## src/rtl/pwa_pkg.sv

```systemverilog
package pwa_pkg;
  typedef enum logic [1:0] {
    XF_IDLE = 2'd0,
    XF_BUSY = 2'd1,
    XF_DONE = 2'd2
  } xfer_state_e;
endpackage

```

## src/rtl/pwa_decode.sv

```systemverilog
module pwa_decode #(
  parameter int AW = 16,
  parameter int NCH = 4,
  parameter int OFFW = 4,
  parameter logic [AW-1:0] CH_BASE = 16'h0100,
  parameter logic [AW-1:0] STAT_ADDR = 16'h0200
) (
  input  logic [AW-1:0]  addr,
  output logic [NCH-1:0] hit,
  output logic           stat_hit
);
  localparam int SPAN = 1 << OFFW;

  for (genvar g = 0; g < NCH; g++) begin : g_win
    localparam logic [AW:0] LO = {1'b0, CH_BASE} + (AW+1)'(g * SPAN);
    localparam logic [AW:0] HI = LO + (AW+1)'(SPAN);
    assign hit[g] = ({1'b0, addr} >= LO) && ({1'b0, addr} < HI);
  end

  assign stat_hit = (addr == STAT_ADDR);
endmodule

```

## src/rtl/pwa_irq.sv

```systemverilog
module pwa_irq #(
  parameter int NCH = 4,
  parameter int LW = 2,
  parameter logic [NCH*LW-1:0] LEVELS = 8'b11_00_11_01,
  parameter int IDW = 2
) (
  input  logic           clk,
  input  logic           rst,
  input  logic [NCH-1:0] ch_irq,
  input  logic [NCH-1:0] clr_vec,
  output logic           any_pend,
  output logic [IDW-1:0] top_id
);
  logic [NCH-1:0] pend;
  logic [NCH-1:0] line_q;
  logic [LW-1:0]  best_lvl;
  logic           found;

  always_ff @(posedge clk) begin
    if (rst) begin
      pend   <= '0;
      line_q <= '0;
    end else begin
      line_q <= ch_irq;
      pend   <= (pend & ~clr_vec) | (ch_irq & ~line_q);
    end
  end

  always_comb begin
    found    = 1'b0;
    best_lvl = '0;
    top_id   = '0;
    for (int i = 0; i < NCH; i++) begin
      if (pend[i] && (!found || LEVELS[i*LW +: LW] > best_lvl)) begin
        found    = 1'b1;
        best_lvl = LEVELS[i*LW +: LW];
        top_id   = IDW'(i);
      end
    end
  end

  assign any_pend = found;
endmodule

```

## src/rtl/pwa_xfer.sv

```systemverilog
module pwa_xfer
  import pwa_pkg::*;
#(
  parameter int DW = 32,
  parameter int NCH = 4,
  parameter int OFFW = 4,
  parameter int WR_CYC = 3,
  parameter int RD_CYC = 7
) (
  input  logic            clk,
  input  logic            rst,
  input  logic            cpu_sel,
  input  logic            cpu_we,
  input  logic [OFFW-1:0] cpu_off,
  input  logic [DW-1:0]   cpu_wdata,
  input  logic [NCH-1:0]  hit,
  input  logic            stat_hit,
  input  logic [DW-1:0]   stat_word,
  input  logic [DW-1:0]   ib_rdata,
  output logic            cpu_ready,
  output logic [DW-1:0]   cpu_rdata,
  output logic [NCH-1:0]  ib_en,
  output logic            ib_we,
  output logic [OFFW-1:0] ib_addr,
  output logic [DW-1:0]   ib_wdata,
  output logic [NCH-1:0]  clr_vec
);
  localparam int MAXC = (RD_CYC > WR_CYC) ? RD_CYC : WR_CYC;
  localparam int CW = $clog2(MAXC + 1);

  xfer_state_e   state;
  logic [CW-1:0] cnt;
  logic          last;

  assign last    = (state == XF_BUSY) && (cnt == '0);
  assign clr_vec = (last && !ib_we) ? ib_en : '0;

  always_ff @(posedge clk) begin
    if (rst) begin
      state     <= XF_IDLE;
      cnt       <= '0;
      cpu_ready <= 1'b0;
      cpu_rdata <= '0;
      ib_en     <= '0;
      ib_we     <= 1'b0;
      ib_addr   <= '0;
      ib_wdata  <= '0;
    end else begin
      cpu_ready <= 1'b0;
      unique case (state)
        XF_IDLE: begin
          if (cpu_sel) begin
            if (|hit) begin
              ib_en    <= hit;
              ib_we    <= cpu_we;
              ib_addr  <= cpu_off;
              ib_wdata <= cpu_wdata;
              cnt      <= cpu_we ? CW'(WR_CYC - 3) : CW'(RD_CYC - 3);
              state    <= XF_BUSY;
            end else begin
              cpu_ready <= 1'b1;
              cpu_rdata <= (stat_hit && !cpu_we) ? stat_word : '0;
              state     <= XF_DONE;
            end
          end
        end
        XF_BUSY: begin
          if (last) begin
            cpu_ready <= 1'b1;
            cpu_rdata <= ib_we ? '0 : ib_rdata;
            ib_en     <= '0;
            state     <= XF_DONE;
          end else begin
            cnt <= cnt - 1'b1;
          end
        end
        default: state <= XF_IDLE;
      endcase
    end
  end
endmodule

```

## src/rtl/proc_wrap_adapter.sv

```systemverilog
module proc_wrap_adapter #(
  parameter int AW = 16,
  parameter int DW = 32,
  parameter int NCH = 4,
  parameter int OFFW = 4,
  parameter logic [AW-1:0] CH_BASE = 16'h0100,
  parameter logic [AW-1:0] STAT_ADDR = 16'h0200,
  parameter int LW = 2,
  parameter logic [NCH*LW-1:0] LEVELS = 8'b11_00_11_01,
  parameter int WR_CYC = 3,
  parameter int RD_CYC = 7
) (
  input  logic            clk,
  input  logic            rst,
  input  logic            cpu_sel,
  input  logic            cpu_we,
  input  logic [AW-1:0]   cpu_addr,
  input  logic [DW-1:0]   cpu_wdata,
  output logic [DW-1:0]   cpu_rdata,
  output logic            cpu_ready,
  output logic            cpu_irq,
  output logic [NCH-1:0]  ib_en,
  output logic            ib_we,
  output logic [OFFW-1:0] ib_addr,
  output logic [DW-1:0]   ib_wdata,
  input  logic [DW-1:0]   ib_rdata,
  input  logic [NCH-1:0]  ch_irq
);
  localparam int IDW = (NCH > 1) ? $clog2(NCH) : 1;
  localparam int PADW = DW - 1 - IDW;

  logic [NCH-1:0] hit;
  logic           stat_hit;
  logic [NCH-1:0] clr_vec;
  logic           any_pend;
  logic [IDW-1:0] top_id;
  logic [DW-1:0]  stat_word;

  assign stat_word = any_pend ? {1'b1, {PADW{1'b0}}, top_id} : '0;
  assign cpu_irq   = any_pend;

  pwa_decode #(
    .AW(AW), .NCH(NCH), .OFFW(OFFW), .CH_BASE(CH_BASE), .STAT_ADDR(STAT_ADDR)
  ) u_dec (
    .addr(cpu_addr), .hit(hit), .stat_hit(stat_hit)
  );

  pwa_irq #(
    .NCH(NCH), .LW(LW), .LEVELS(LEVELS), .IDW(IDW)
  ) u_irq (
    .clk(clk), .rst(rst), .ch_irq(ch_irq), .clr_vec(clr_vec),
    .any_pend(any_pend), .top_id(top_id)
  );

  pwa_xfer #(
    .DW(DW), .NCH(NCH), .OFFW(OFFW), .WR_CYC(WR_CYC), .RD_CYC(RD_CYC)
  ) u_xfer (
    .clk(clk), .rst(rst), .cpu_sel(cpu_sel), .cpu_we(cpu_we),
    .cpu_off(cpu_addr[OFFW-1:0]), .cpu_wdata(cpu_wdata), .hit(hit),
    .stat_hit(stat_hit), .stat_word(stat_word), .ib_rdata(ib_rdata),
    .cpu_ready(cpu_ready), .cpu_rdata(cpu_rdata), .ib_en(ib_en),
    .ib_we(ib_we), .ib_addr(ib_addr), .ib_wdata(ib_wdata), .clr_vec(clr_vec)
  );
endmodule

```

## config.mk

```make
export PLATFORM = sky130hd
export DESIGN_NAME = proc_wrap_adapter
export DESIGN_NICKNAME = d
export VERILOG_FILES = /design/src/rtl/pwa_pkg.sv /design/src/rtl/pwa_decode.sv /design/src/rtl/pwa_irq.sv /design/src/rtl/pwa_xfer.sv /design/src/rtl/proc_wrap_adapter.sv
export SDC_FILE = /design/constraint.sdc
export NUM_CORES = 1
export LEC_CHECK = 0
export BUFFER_PORTS_ARGS = -buffer_cell sky130_fd_sc_hd__buf_2
export CORE_MARGIN = 2
export CORE_UTILIZATION = 46
export CTS_CLUSTER_DIAMETER = 80
export DETAILED_ROUTE_END_ITERATION = 8
export HOLD_SLACK_MARGIN = 0.02
export PLACE_DENSITY = 0.81
export SLEW_MARGIN = 5
export SYNTH_ARGS = -nofsm -noshare
export SYNTH_HDL_FRONTEND = slang
export SYNTH_SLANG_ARGS = --single-unit
```

## constraint.sdc

```tcl
create_clock -name clk -period 2.3 [get_ports clk]
set_input_delay 0.345 -clock clk [delete_from_list [all_inputs] [get_ports clk]]
set_output_delay 0.345 -clock clk [all_outputs]
set_load 0.05 [all_outputs]
```

### Word-level counts from Yosys, hierarchy flattened

Cells that the tools add are included.

| cells by class | value |
|---|---|
| $add $sub $neg | 1 |
| magnitude comparators | 11 |
| equal/unequal tests | 7 |
| muxes and demuxes | 35 |
| bitwise gates (word level) | 5 |
| reduce and logical (&&, ||, !) cells | 27 |

Operators with widths:

| kind | number |
|---|---|
| 2-to-1 mux 32 bit | 6 |
| greater-or-equal comparator 16 x 9 -> 1 bit, second input constant | 4 |
| less-than comparator 16 x 9 -> 1 bit, second input constant | 4 |
| case mux 32 bit (2 select lines) | 1 |
| == test 16 x 10 -> 1 bit, second input constant | 1 |
| 2-to-1 mux 4 bit | 4 |
| 2-to-1 mux 2 bit | 7 |
| 2-to-1 mux 3 bit | 4 |
| AND reduction 4 bit | 3 |
| logical AND 1 bit | 10 |
| 2-to-1 mux 1 bit | 9 |
| AND 4 bit | 2 |
| inverter 4 bit | 2 |
| case mux 4 bit (2 select lines) | 1 |
| inequality test 2 bit, second input constant | 3 |
| case mux 3 bit (2 select lines) | 1 |
| logical NOT 1 bit | 5 |
| inequality test 2 x 1 -> 1 bit, second input constant | 2 |
| OR 4 bit | 1 |
| case mux 2 bit (2 select lines) | 1 |
| OR reduction 4 bit | 1 |
| logical NOT 3 bit | 1 |
| logical OR 1 bit | 3 |
| AND reduction 3 bit | 1 |
| 9 further kinds | 9 |

| storage, ports and cells | value |
|---|---|
| bits in registers | 87 |
| input bits | 88 |
| output and inout port bits | 75 |

### Depth between registers and ports, before layout

Gate-level depths: netlist of run 1.

| depth | value |
|---|---|
| depth in word-level cells | 18 |
| gate-level depth with buffers | 9 |
| gate-level depth less buffers | 7 |

### Modules after synthesis

Synthesis of run 1 repeated with hierarchy kept, for this count alone.

| second synthesis, totals | value |
|---|---|
| cells, all modules | 434 |
| area, all modules | 3938.8 µm² |

Modules (own cells, without submodules):

| module | times used | cells an instance | area an instance (µm²) | seq. area each (µm²) |
|---|---|---|---|---|
| pwa_xfer | 1 | 388 | 3525.9 | 1581.5 |
| pwa_irq | 1 | 29 | 284.0 | 160.2 |
| pwa_decode | 1 | 14 | 112.6 | 0.0 |
| proc_wrap_adapter | 1 | 3 | 16.3 | 0.0 |

### Worst setup path after synthesis of run 1

No wires, ideal clock.

| path | value |
|---|---|
| path kind | reg2reg |
| start | register u_xfer.cnt[0] |
| end | register u_xfer.cpu_rdata[18] |
| library setup time | 0.069 ns |
| arrival time | 1.585 ns |
| data required time | 2.231 ns |
| setup slack | 0.646 ns |
| cell stages (with the launch flop) | 10 |
| path buffers | 2 |
| clock period less this slack | 1.654 ns |
| cell sequence | dfxtp_1 inv_1 ha_1 ha_1 nand2_1 a21oi_1 buf_2 buf_1 nand4_1 o21ai_1 |

| on the way | value |
|---|---|
| word-level cells in the longest chain between the ends | 4 |

Ends and longest elaborated chain:

| what | RTL line | RTL |
|---|---|---|
| from (decl) | pwa_xfer.sv:32 | `logic [CW-1:0] cnt;` |
| from (signal assigned) | pwa_xfer.sv:58 | `cnt <= cpu_we ? CW'(WR_CYC - 3) : CW'(RD_CYC - 3);` |
| from (signal assigned) | pwa_xfer.sv:74 | `cnt <= cnt - 1'b1;` |
| logical NOT 3 bit | pwa_xfer.sv:35 | `assign last = (state == XF_BUSY) && (cnt == '0);` |
| logical AND 1 bit | pwa_xfer.sv:35 |  |
| inequality test 2 x 1 -> 1 bit (no source line) | n/a |  |
| AND reduction 4 bit (no source line) | n/a |  |
| to (signal assigned) | pwa_xfer.sv:62 | `cpu_rdata <= (stat_hit && !cpu_we) ? stat_word : '0;` |
| to (signal assigned) | pwa_xfer.sv:70 | `cpu_rdata <= ib_we ? '0 : ib_rdata;` |
| to (decl) | pwa_xfer.sv:21 | `output logic [DW-1:0] cpu_rdata,` |

No other way between the ends.
A chain may end at the register's enable or synchronous reset.

### Worst setup path in the final report of run 1

| path | value |
|---|---|
| start | register u_xfer.cnt[0] |
| end | register u_xfer.cpu_rdata[26] |

Same word-level chain as after synthesis.

==> impl_metrics.csv, run 1 <==
group,metric,value,unit
yosys,synth_simple_gate_area_share,29.38,%
die,start_util,47.81,%
clock_tree,post-cts-setup-buffer-count,0,
clock_tree,max_root_sink_buffers,2,
place,number_of_i_o_port_buffers,162,
setup_path,regToRegSetupSlack,0.45,ns
drt,vias,3416,
drt,wl_met1,3.949,mm
finish,layout-drive-gt1-share,34.28,%
drt,number_of_nets_with_antenna_violations_after_routing,0,
drt,top_layer_used,"met4",
global_route,gr-total-overflow,0,
die,rows,31,
timing,grt_setup_unrepaired,"false",
setup_path,crit_type,"flop to flop",
yosys,synth_compound_gate_area_share,14.42,%
yosys,synth.ff_latch_count,87,
yosys,postSynthAreaPerCell,8.548,µm²
finish,finalNonFillerCells,662,
finish,flow.area_growth_from_synthesis,28.95,%
die,die_width,91.29,µm
clock_tree,cts.hold.buffers_added,0,
clock_tree,cts_root_buffer,"sky130_fd_sc_hd__clkbuf_8",
timing,final.setup.worst_slack,0.4515,ns
yosys,area_contributors_post_synth,"sky130_fd_sc_hd__dfxtp_1, sky130_fd_sc_hd__nand2_1, sky130_fd_sc_hd__a21oi_1",
clock_tree,numCtsBuffers,9,
setup_path,critical-path-max-stage-delay,0.31,ns
global_route,grt_pass1_vias,3243,
pwr,reported_leakage_power,1.930,nW
place,preCtsSetupSlack,0.4673,ns
yosys,post_synth_fa_ha_maj_area_fraction,0.7140,%
yosys,largest_family_of_logic_cells_by_synthesized_area,"simple AND/OR/NAND/NOR gates",
run_status,status,"finished clean",
job,drv.max_cap_violation_count,0,
finish,number_of_nets_in_the_finished_design,650,
yosys,synthCells,410,
timing,post-route-period-util,80.37,%
drt,drt_pre_antenna_iters,4,
drt,met2RoutedLength,4.184,mm
die,io_pins,163,
yosys,cell_taking_the_most_area_after_synthesis,"sky130_fd_sc_hd__dfxtp_1",
finish,layout.cell_area.non_filler,4519,µm²
global_route,initial_antenna_violation_count,0,
place,dp.cells,648,
place,detailed_place_hpwl,6.611,mm
setup_path,timing.critical_path.fanout_max,21,
yosys,seq_area_frac_synth,49.70,%
setup_path,start_kind,"flop",
setup_path,critPathCaptureType,"flop",
drt,wl_per_cell,13.83,µm
clock_tree,sinks_on_the_clock_net,87,
clock_tree,tritoncts,"yes",
timing,final.min_clock_period,1.849,ns
min_path,min-delay-path-class,"input port to flop",
drt,postRouteWirelength,9.156,mm
global_route,grt_pass1_wl,14.95,mm
setup_path,worstPathCellList,"inv_1 -> ha_1 -> ha_1 -> nand2_1 -> a21oi_2 -> buf_4 -> buf_4 -> nand4_1 -> o21ai_1",
yosys,synth-xor-area-share,0,%
drt,detail_route.vias_per_cell,5.160,
finish,insertedDiodeCount,0,
timing,timing.final.setup_violations,0,
timing,fmax,0.5410,GHz
clock_tree,clkSlewWorstSetupHoldPaths,0.08,ns
timing,tightest_slew,0.5249,ns
timing,maxSlewHeadroom,65.01,%
setup_path,gate_family_responsible_for_the_most_delay_along_the_worst_path,"buffers and inverters",
timing,totalNegativeSetupSlack,0,ns
timing,final_hold_slack,0.2369,ns
global_route,grt_start_max_net_pins,44,
die,floorplan.core_area,7331,µm²
yosys,synth_fp_nets,500,
yosys,netlist-cell-type-count,45,
drt,wl_met3,886,µm
yosys,yosys_warnings,0,
timing,final-max-slew-violation-count,0,
timing,finalHoldViolations,0,
die,die-area,8333,µm²
setup_path,cp.required,2.57,ns
pwr,p_total,2.639,mW
place,place_congestion,0.8403,
timing,clock_skew,0.007807,ns
yosys,post_synth_design_cell_area,3505,µm²
drt,drt_drc_violations_left,0,
finish,fin_util,61.65,%
yosys,synthMuxAreaShare,0.3213,%
global_route,globalRouteTotalUtil,21.98,%
setup_path,timing.critical_path.arrival,2.12,ns
drt,drt_iter0_markers,143,
pwr,power.density,584.0,nW/µm²
clock_tree,insertion_delay,0.34,ns
clock_tree,cts_resized,0,
place,placed_cell_area,4367,µm²
setup_path,critical_path.n_buffers_inverters,3,
die,die_h,91.29,µm
setup_path,critPathSlowestCell,"sky130_fd_sc_hd__dfxtp_1",
yosys,yosys.area.top_type_share,49.70,%
pwr,peakVddDrop,378.3,µV
clock_tree,htreeDepth,3,
synth_stat cells (all sizes together):
cell type and instances:
nor2 8, a21oi 47, or4 1, ha 2
o21ai 32, nand2b 35, nor3b 4, and2b 1
nand3 6, and4 1, nor3 1, nor4 2
nor4b 2, a32oi 1, and3b 1, o211ai 1
a211o 1, a211oi 1, nand2 79, nand4 33
inv 6, o2111ai 1, and3 2, a311oi 2
a31oi 1, or2 1, o21a 1, and2 1
clkbuf 17, buf 15, mux2 1, o32ai 2
o31ai 2, or3 1, dfxtp 87, nor2b 11
layer usage:
| metal | vias to the layer above | GRT usage, % |
|---|---|---|
| met1 | 1523 | 27.22 |
| met3 | 12 | 6.473 |
| met5 | - | 0 |
| met2 | 169 | 35.99 |
| met4 | 0 | 8.586 |
| li1 | 1712 | - |
state kept, by name (all words and copies together), names as in the netlist:
register / count
u_xfer.cpu_rdata: 32
u_xfer.ib_wdata: 32
u_irq.line_q: 4
u_irq.pend: 4
u_xfer.ib_addr: 4
u_xfer.ib_en: 4
u_xfer.cnt: 3
u_xfer.state: 2
u_xfer.cpu_ready: 1
u_xfer.ib_we: 1
cells in the final DEF, fill, tap and decap left out, drive strengths merged, types with 2 or more instances in the layout:
cell and n:
a21oi 47, a311oi 2, and3 2, buf 171, clkbuf 10, clkinv 2
clkinvlp 2, dfxtp 87, ha 2, inv 6, nand2 79, nand2b 35
nand3 6, nand4 33, nor2 8, nor2b 11, nor3b 4, nor4 2
nor4b 2, o21ai 32, o31ai 2, o32ai 2
logic make-up (layout without fill, tap and decap cells):
kind of cell | Yosys count | count (layout)
buf+inv | 38 | 191
compound gates | 92 | 92
flops | 87 | 87
mux | 1 | 1
fa+ha+maj | 2 | 2
simple gates | 190 | 190
layout make-up:
type / count / area, µm²
Clock inverter: 4 / 25.02
Tap cell: 99 / 123.9
Inverter: 6 / 22.52
Sequential cell: 87 / 1742
Multi-Input combinational cell: 285 / 1575
Clock buffer: 10 / 127.6
Fill cell: 630 / 2811
Timing Repair Buffer: 171 / 903.4
worst paths after layout:
path | endpoint | depth (start not counted) | from
setup / recovery | u_xfer.cpu_rdata[26]$_SDFFE_PP0P_ | 9 | u_xfer.cnt[0]$_SDFFE_PP0P_
hold / removal | u_irq.line_q[0]$_SDFF_PP0_ | 2 | ch_irq[0]
setup reg to reg | u_xfer.cpu_rdata[26]$_SDFFE_PP0P_ | 9 | u_xfer.cnt[0]$_SDFFE_PP0P_
hold reg to reg | u_xfer.ib_wdata[25]$_SDFFE_PP0P_ | 2 | u_xfer.ib_wdata[25]$_SDFFE_PP0P_
power by group:
group          leakage [nW]  total, mW  internal [mW]  switching [mW]
Combinational          1.15      0.219         0.0956           0.123
Clock                0.0740      0.891          0.378           0.513
Sequential            0.704       1.53           1.52          0.0103
Total                  1.93       2.64           1.99           0.647
worst reg2reg max path: stages, from the launching register on:
cell and delay [ns]:
sky130_fd_sc_hd__dfxtp_1 0.31, sky130_fd_sc_hd__inv_1 0.07, sky130_fd_sc_hd__ha_1 0.15, sky130_fd_sc_hd__ha_1 0.26, sky130_fd_sc_hd__nand2_1 0.11, sky130_fd_sc_hd__a21oi_2 0.16, sky130_fd_sc_hd__buf_4 0.23, sky130_fd_sc_hd__buf_4 0.28
sky130_fd_sc_hd__nand4_1 0.12, sky130_fd_sc_hd__o21ai_1 0.10
Note: power is estimated with default switching activity, not from simulation.
==> run 2: changes to the inputs <==
CORE_UTILIZATION = 42   (was 46)
PLACE_DENSITY = 0.78   (was 0.81)
clock period = 1.5 ns   (was 2.3 ns; I/O delays follow)
==> run 2 against run 1 <==
Effect of this change: the run now ends with setup timing left; utilization down 0.10 points; sequential cell count unchanged; die area up 9.1%; non-clock buffer count up 23; hold slack worse by 0.13 ns.
==> impl_metrics.csv, run 2 (synthesis gave the netlist of run 1 again) <==
group,metric,value,unit
global_route,gr-total-overflow,0,
setup_path,critPathCaptureType,"output pin",
drt,drt_drc_violations_left,0,
timing,final.setup.worst_slack,-0.1034,ns
die,die-area,9091,µm²
finish,layout-drive-gt1-share,41.79,%
pwr,p_total,4.290,mW
min_path,worstHoldPathCells,2,
die,die_h,95.35,µm
finish,fillers,717,
pwr,peakVddDrop,491.1,µV
setup_path,path_depth_of_the_worst_reg2reg_path,10,
finish,top_regs,"u_xfer.cpu_rdata x32, u_xfer.ib_wdata x32",
drt,postRouteWirelength,9.987,mm
clock_tree,sinks_on_the_clock_net,87,
finish,insertedDiodeCount,0,
timing,clock_skew,0.008874,ns
global_route,grt_pass1_vias,3317,
clock_tree,clkSlewWorstSetupHoldPaths,0.09,ns
die,io_pins,163,
place,preCtsSetupSlack,-0.1448,ns
drt,detail_route.vias_per_cell,5.092,
die,die_width,95.35,µm
min_path,min_from,"ch_irq[2]",
timing,tightest_slew,0.3571,ns
timing,grt_setup_unrepaired,"true",
finish,multi_input_area,1725,µm²
run_status,status,"finished with violations",
setup_path,start_kind,"flop",
timing,final-max-slew-violation-count,0,
place,detailed_place_hpwl,6.647,mm
setup_path,critical_path.reg2reg.endpoint,"u_xfer.cpu_rdata[30]$_SDFFE_PP0P_",
timing,post-route-period-util,106.9,%
place,number_of_i_o_port_buffers,162,
min_path,min_delay_worst_endpoint,"u_irq.line_q[2]$_SDFF_PP0_",
timing,maxSlewHeadroom,76.09,%
setup_path,timing.rr.start,"u_xfer.cnt[0]$_SDFFE_PP0P_",
min_path,min-delay-path-class,"input port to flop",
pwr,power.density,857.1,nW/µm²
clock_tree,numCtsBuffers,9,
die,rows,33,
global_route,globalRouteTotalUtil,21.77,%
timing,timing.final.setup_violations,26,
run_status,violations_in_the_final_reports,"setup timing",
global_route,grt_pass1_wl,15.56,mm
die,floorplan.core_area,8134,µm²
finish,most-common-layout-cells,"sky130_fd_sc_hd__buf_2, sky130_fd_sc_hd__dfxtp_1, sky130_fd_sc_hd__nand2_1",
drt,number_of_nets_with_antenna_violations_after_routing,0,
timing,final.min_clock_period,1.603,ns
pwr,reported_leakage_power,2.151,nW
global_route,initial_antenna_violation_count,0,
setup_path,crit_type,"flop to output pin",
finish,number_of_nets_in_the_finished_design,676,
die,start_util,43.09,%
clock_tree,tritoncts,"yes",
clock_tree,insertion_delay,0.35,ns
clock_tree,htreeDepth,3,
drt,wl_per_cell,14.35,µm
place,dp.cells,667,
timing,fmax,0.6237,GHz
job,drv.max_cap_violation_count,0,
global_route,grt_start_max_net_pins,38,
timing,finalHoldViolations,0,
drt,vias,3544,
setup_path,timing.critical_path.arrival,1.38,ns
clock_tree,cts_root_buffer,"sky130_fd_sc_hd__clkbuf_8",
setup_path,regToRegSetupSlack,-0.09,ns
drt,drt_pre_antenna_iters,4,
drt,drt_iter0_markers,106,
setup_path,timing.critical_path.fanout_max,3,
finish,mostFrequentLayoutCell,"sky130_fd_sc_hd__buf_2",
clock_tree,max_root_sink_buffers,2,
setup_path,cp.required,1.27,ns
finish,flow.area_growth_from_synthesis,42.84,%
finish,ff_latch_area,1752,µm²
finish,finalNonFillerCells,696,
place,place_congestion,0.7864,
-- run 2: cell types whose count changed in the layout (fill, tap and decap cells not counted), sizes merged --
cell    before  now
clkinv       2    4
clkbuf      10   11
and2         1    4
buf        171  193
-- run 2: what timing repair did --
action                                  CTS  global route
pin swaps                                13            30
hold buffers                              0             0
endpoints found under the setup margin   38            76
cloned                                    5             1
buffers inserted                         10             1
resized for setup                        36            26
-- run 2: through the flow --
step | hold slack [ns] | instance area [µm²] | setup TNS (ns) | utilization [%]
2_1_floorplan | 0.3532 | 3520 | 0 | -
3_3_place_gp | 0.4354 | 4492 | -2.589 | 55.22
3_5_place_dp | 0.4415 | 4492 | -4.942 | 55.22
4_1_cts | 0.08693 | 4946 | -0.4612 | 60.81
5_1_grt | 0.07640 | 5006 | -3.567 | 61.54
6_report | 0.1034 | 5006 | -0.8671 | 61.54
-- run 2: worst max path at each step --
stage                                           from                           endpoint  slack (ns)  cells after the start
after floorplan           u_xfer.cnt[0]$_SDFFE_PP0P_  u_xfer.cpu_rdata[14]$_SDFFE_PP0P_       0.002                      9
after global placement    u_xfer.cnt[0]$_SDFFE_PP0P_   u_xfer.cpu_rdata[0]$_SDFFE_PP0P_       -0.07                      7
after detailed placement  u_xfer.cnt[0]$_SDFFE_PP0P_   u_xfer.cpu_rdata[9]$_SDFFE_PP0P_       -0.14                      7
after CTS                   u_irq.pend[2]$_SDFF_PP0_                            cpu_irq       -0.13                      2
after global routing        u_irq.pend[2]$_SDFF_PP0_                            cpu_irq       -0.16                      2
final                       u_irq.pend[1]$_SDFF_PP0_                            cpu_irq       -0.10                      2
-- run 2: layout make-up --
| type | count | area share, % |
|---|---|---|
| Clock buffer | 10 | 2.749 |
| Clock inverter | 6 | 0.9248 |
| Inverter | 6 | 0.4499 |
| Multi-Input combinational cell | 288 | 34.47 |
| Sequential cell | 87 | 34.99 |
| Tap cell | 105 | 2.624 |
| Timing Repair Buffer | 194 | 23.79 |
-- run 2: power by group --
| group | switching, mW | leakage (nW) | internal [mW] |
|---|---|---|---|
| logic | 0.227 | 1.36 | 0.231 |
| registers | 0.0156 | 0.707 | 2.33 |
| clock network | 0.836 | 0.0885 | 0.652 |
| total | 1.08 | 2.15 | 3.21 |
-- run 2: worst max-delay path, stage by stage (launching register included) --
cell and delay [ns]:
sky130_fd_sc_hd__dfxtp_1 0.33, sky130_fd_sc_hd__or4_4 0.53, sky130_fd_sc_hd__buf_8 0.17
-- run 2: per-layer routing --
layer	vias to the layer above	share of wire (%)	global-route usage, %
li1	1769	-	-
met1	1623	42	27.11
met2	141	48	36.09
met3	11	9.0	7.431
met4	0	1.0	5.556
met5	-	0	0
==> run 3: changes to the inputs <==
CORE_UTILIZATION = 43   (was 42)
SYNTH_HIERARCHICAL = 1   (was not set)
==> run 3 against run 2 <==
Effect of this change: the flow still finishes with violations (setup timing); fmax decreased by 12%; combinational power increased by 110%; synthesized area increased by 12%; synthesized cell count increased by 5.9%; critical path depth increased by 7; via count increased by 35%; utilization increased by 14 points; die area increased by 9.4%; largest power group unchanged; highest routed layer unchanged.
==> impl_metrics.csv, run 3 <==
group,metric,value,unit
run_status,violations_in_the_final_reports,"setup timing",
clock_tree,cts.hold.buffers_added,0,
yosys,area_contributors_post_synth,"sky130_fd_sc_hd__dfxtp_1, sky130_fd_sc_hd__a211oi_1, sky130_fd_sc_hd__a32oi_1",
global_route,grt_pass1_wl,22.65,mm
die,rows,34,
clock_tree,numCtsBuffers,9,
drt,drt_drc_violations_left,0,
yosys,synth.ff_latch_count,87,
die,die-area,9941,µm²
job,drv.max_cap_violation_count,0,
yosys,synthCells,434,
drt,drt_iter0_markers,319,
pwr,peakVddDrop,564.4,µV
setup_path,cp.required,1.77,ns
clock_tree,cts_root_buffer,"sky130_fd_sc_hd__clkbuf_8",
timing,totalNegativeSetupSlack,-19.19,ns
yosys,yosys.cell_count.top_type,"sky130_fd_sc_hd__dfxtp_1",
clock_tree,insertion_delay,0.36,ns
drt,number_of_nets_with_antenna_violations_after_routing,0,
finish,layout-drive-gt1-share,61.53,%
timing,fmax,0.5506,GHz
die,die_h,99.71,µm
setup_path,timing.critical_path.fanout_max,19,
global_route,gr-total-overflow,0,
yosys,postSynthAreaPerCell,9.076,µm²
yosys,ys_top_cells_by_count,"sky130_fd_sc_hd__dfxtp_1, sky130_fd_sc_hd__a211oi_1, sky130_fd_sc_hd__a21oi_1",
clock_tree,sinks_on_the_clock_net,87,
yosys,cell_taking_the_most_area_after_synthesis,"sky130_fd_sc_hd__dfxtp_1",
drt,wl_per_cell,22.42,µm
yosys,ys_async_sr_fraction,0,%
finish,insertedDiodeCount,0,
timing,finalHoldViolations,0,
finish,top_regs,"u_xfer/cpu_rdata x32, u_xfer/ib_wdata x32",
die,die_width,99.71,µm
yosys,yosys.area.top_type_share,44.22,%
setup_path,start_kind,"input port",
finish,number_of_nets_in_the_finished_design,740,
pwr,reported_leakage_power,2.604,nW
timing,post-route-period-util,121.1,%
drt,detail_route.vias_per_cell,6.256,
finish,flow.area_growth_from_synthesis,69.00,%
timing,grt_setup_unrepaired,"true",
pwr,power.density,766.5,nW/µm²
setup_path,crit_type,"input port to flop",
finish,fillers,547,
clock_tree,max_root_sink_buffers,2,
yosys,seq_area_frac_synth,44.22,%
die,start_util,44.73,%
finish,most-common-layout-cells,"sky130_fd_sc_hd__buf_2, sky130_fd_sc_hd__dfxtp_1, sky130_fd_sc_hd__buf_4",
run_status,status,"finished with violations",
global_route,initial_antenna_violation_count,0,
global_route,grt_start_max_net_pins,36,
clock_tree,clkSlewWorstSetupHoldPaths,0.09,ns
setup_path,critPathCaptureType,"flop",
timing,timing.final.setup_violations,80,
drt,drt_pre_antenna_iters,5,
finish,multi_input_area,2982,µm²
die,floorplan.core_area,8806,µm²
die,io_pins,163,
drt,postRouteWirelength,17.11,mm
min_path,min-delay-path-class,"input port to flop",
finish,mostFrequentLayoutCell,"sky130_fd_sc_hd__buf_2",
yosys,synth_enable_flop_cells,0,
timing,final-max-slew-violation-count,0,
clock_tree,htreeDepth,3,
place,number_of_i_o_port_buffers,162,
finish,ff_latch_area,1745,µm²
yosys,netlist-cell-type-count,43,
timing,clock_skew,0.01017,ns
setup_path,timing.critical_path.arrival,2.09,ns
timing,tightest_slew,0.6991,ns
yosys,dominantRegCellSynth,"sky130_fd_sc_hd__dfxtp_1",
yosys,post_synth_design_cell_area,3939,µm²
timing,final.min_clock_period,1.816,ns
timing,maxSlewHeadroom,53.04,%
yosys,yosys_warnings,6,
place,place_congestion,0.8454,
global_route,globalRouteTotalUtil,28.29,%
timing,final.setup.worst_slack,-0.3163,ns
clock_tree,tritoncts,"yes",
global_route,grt_pass1_vias,4611,
drt,vias,4773,
place,preCtsSetupSlack,-0.6369,ns
place,detailed_place_hpwl,8.816,mm
## run 3: metrics by stage
step	instance area (µm²)	total power, mW	cells	hold slack (ns)	util (%)
5_1_grt	6656	5.245	763	0.08014	75.59
3_3_place_gp	5557	3.280	729	0.4542	63.10
2_1_floorplan	4439	2.998	462	0.2941	-
3_5_place_dp	5557	3.298	729	0.4597	63.10
6_report	6656	5.102	763	0.08896	75.59
4_1_cts	6242	4.998	758	0.07687	70.89
## run 3: repair_timing
action,CTS,global route
cloned,9,1
setup buffers,4,5
setup endpoints to repair,81,82
resized for setup,99,73
pin swaps,56,34
## run 3: final cells by class
| cell class | count | share of cell area [%] |
|---|---|---|
| well taps | 108 | 2.030 |
| clock buffers | 12 | 2.180 |
| multi-input cells | 321 | 44.79 |
| repair buffers | 227 | 23.72 |
| flip-flops and latches | 87 | 26.22 |
| inverters | 4 | 0.2256 |
| clock inverters | 4 | 0.8271 |
## run 3: cells by family (layout without fill, tap and decap cells)
kind of cell | count (synthesis) | after routing | synth area share (%)
AOI/OAI and AO/OA | 190 | 190 | 32.40
and+or+nand+nor | 98 | 99 | 15.76
DFF | 87 | 87 | 44.22
buffers and inverters | 55 | 247 | 6.607
adders and majority gates | 2 | 2 | 0.6352
other | 1 | 29 | 0.09521
muxes | 1 | 1 | 0.2859
## run 3: path summary, 6_finish.rpt
kind                                                           to  slack (ns)  cells after the start                             start
worst max-delay path            u_xfer/cpu_rdata[10]$_SDFFE_PP0P_       -0.32                      9                       cpu_addr[9]
worst min-delay path                   u_irq/line_q[1]$_SDFF_PP0_        0.09                      2                         ch_irq[1]
worst max register to register    u_xfer/ib_wdata[0]$_SDFFE_PP0P_       -0.18                      6      u_xfer/state[1]$_SDFFE_PP0P_
worst min register to register   u_xfer/ib_wdata[25]$_SDFFE_PP0P_        0.47                      2  u_xfer/ib_wdata[25]$_SDFFE_PP0P_
## run 3: layer usage
metal / track usage [%] / wire length (µm) / vias to the layer above
li1: - / - / 2108
met3: 5.481 / 1208 / 84
met4: 11.06 / 912 / 0
met1: 34.53 / 6223 / 2305
met5: 0 / 0 / -
met2: 49.12 / 8766 / 276
## run 3: critical path, stage by stage
cell,delay [ns]
sky130_fd_sc_hd__buf_2,0.12
sky130_fd_sc_hd__nand2b_4,0.15
sky130_fd_sc_hd__buf_12,0.13
sky130_fd_sc_hd__nor4_4,0.05
sky130_fd_sc_hd__buf_4,0.16
sky130_fd_sc_hd__nor4_4,0.66
sky130_fd_sc_hd__buf_12,0.27
sky130_fd_sc_hd__a211oi_2,0.08
sky130_fd_sc_hd__a211oi_1,0.23
## run 3: report_power, final
| group | switching (mW) | internal, mW | leakage [nW] |
|---|---|---|---|
| clock network | 0.899 | 0.824 | 0.0968 |
| registers | 0.0481 | 2.38 | 0.711 |
| logic | 0.611 | 0.339 | 1.80 |
| total | 1.56 | 3.54 | 2.60 |
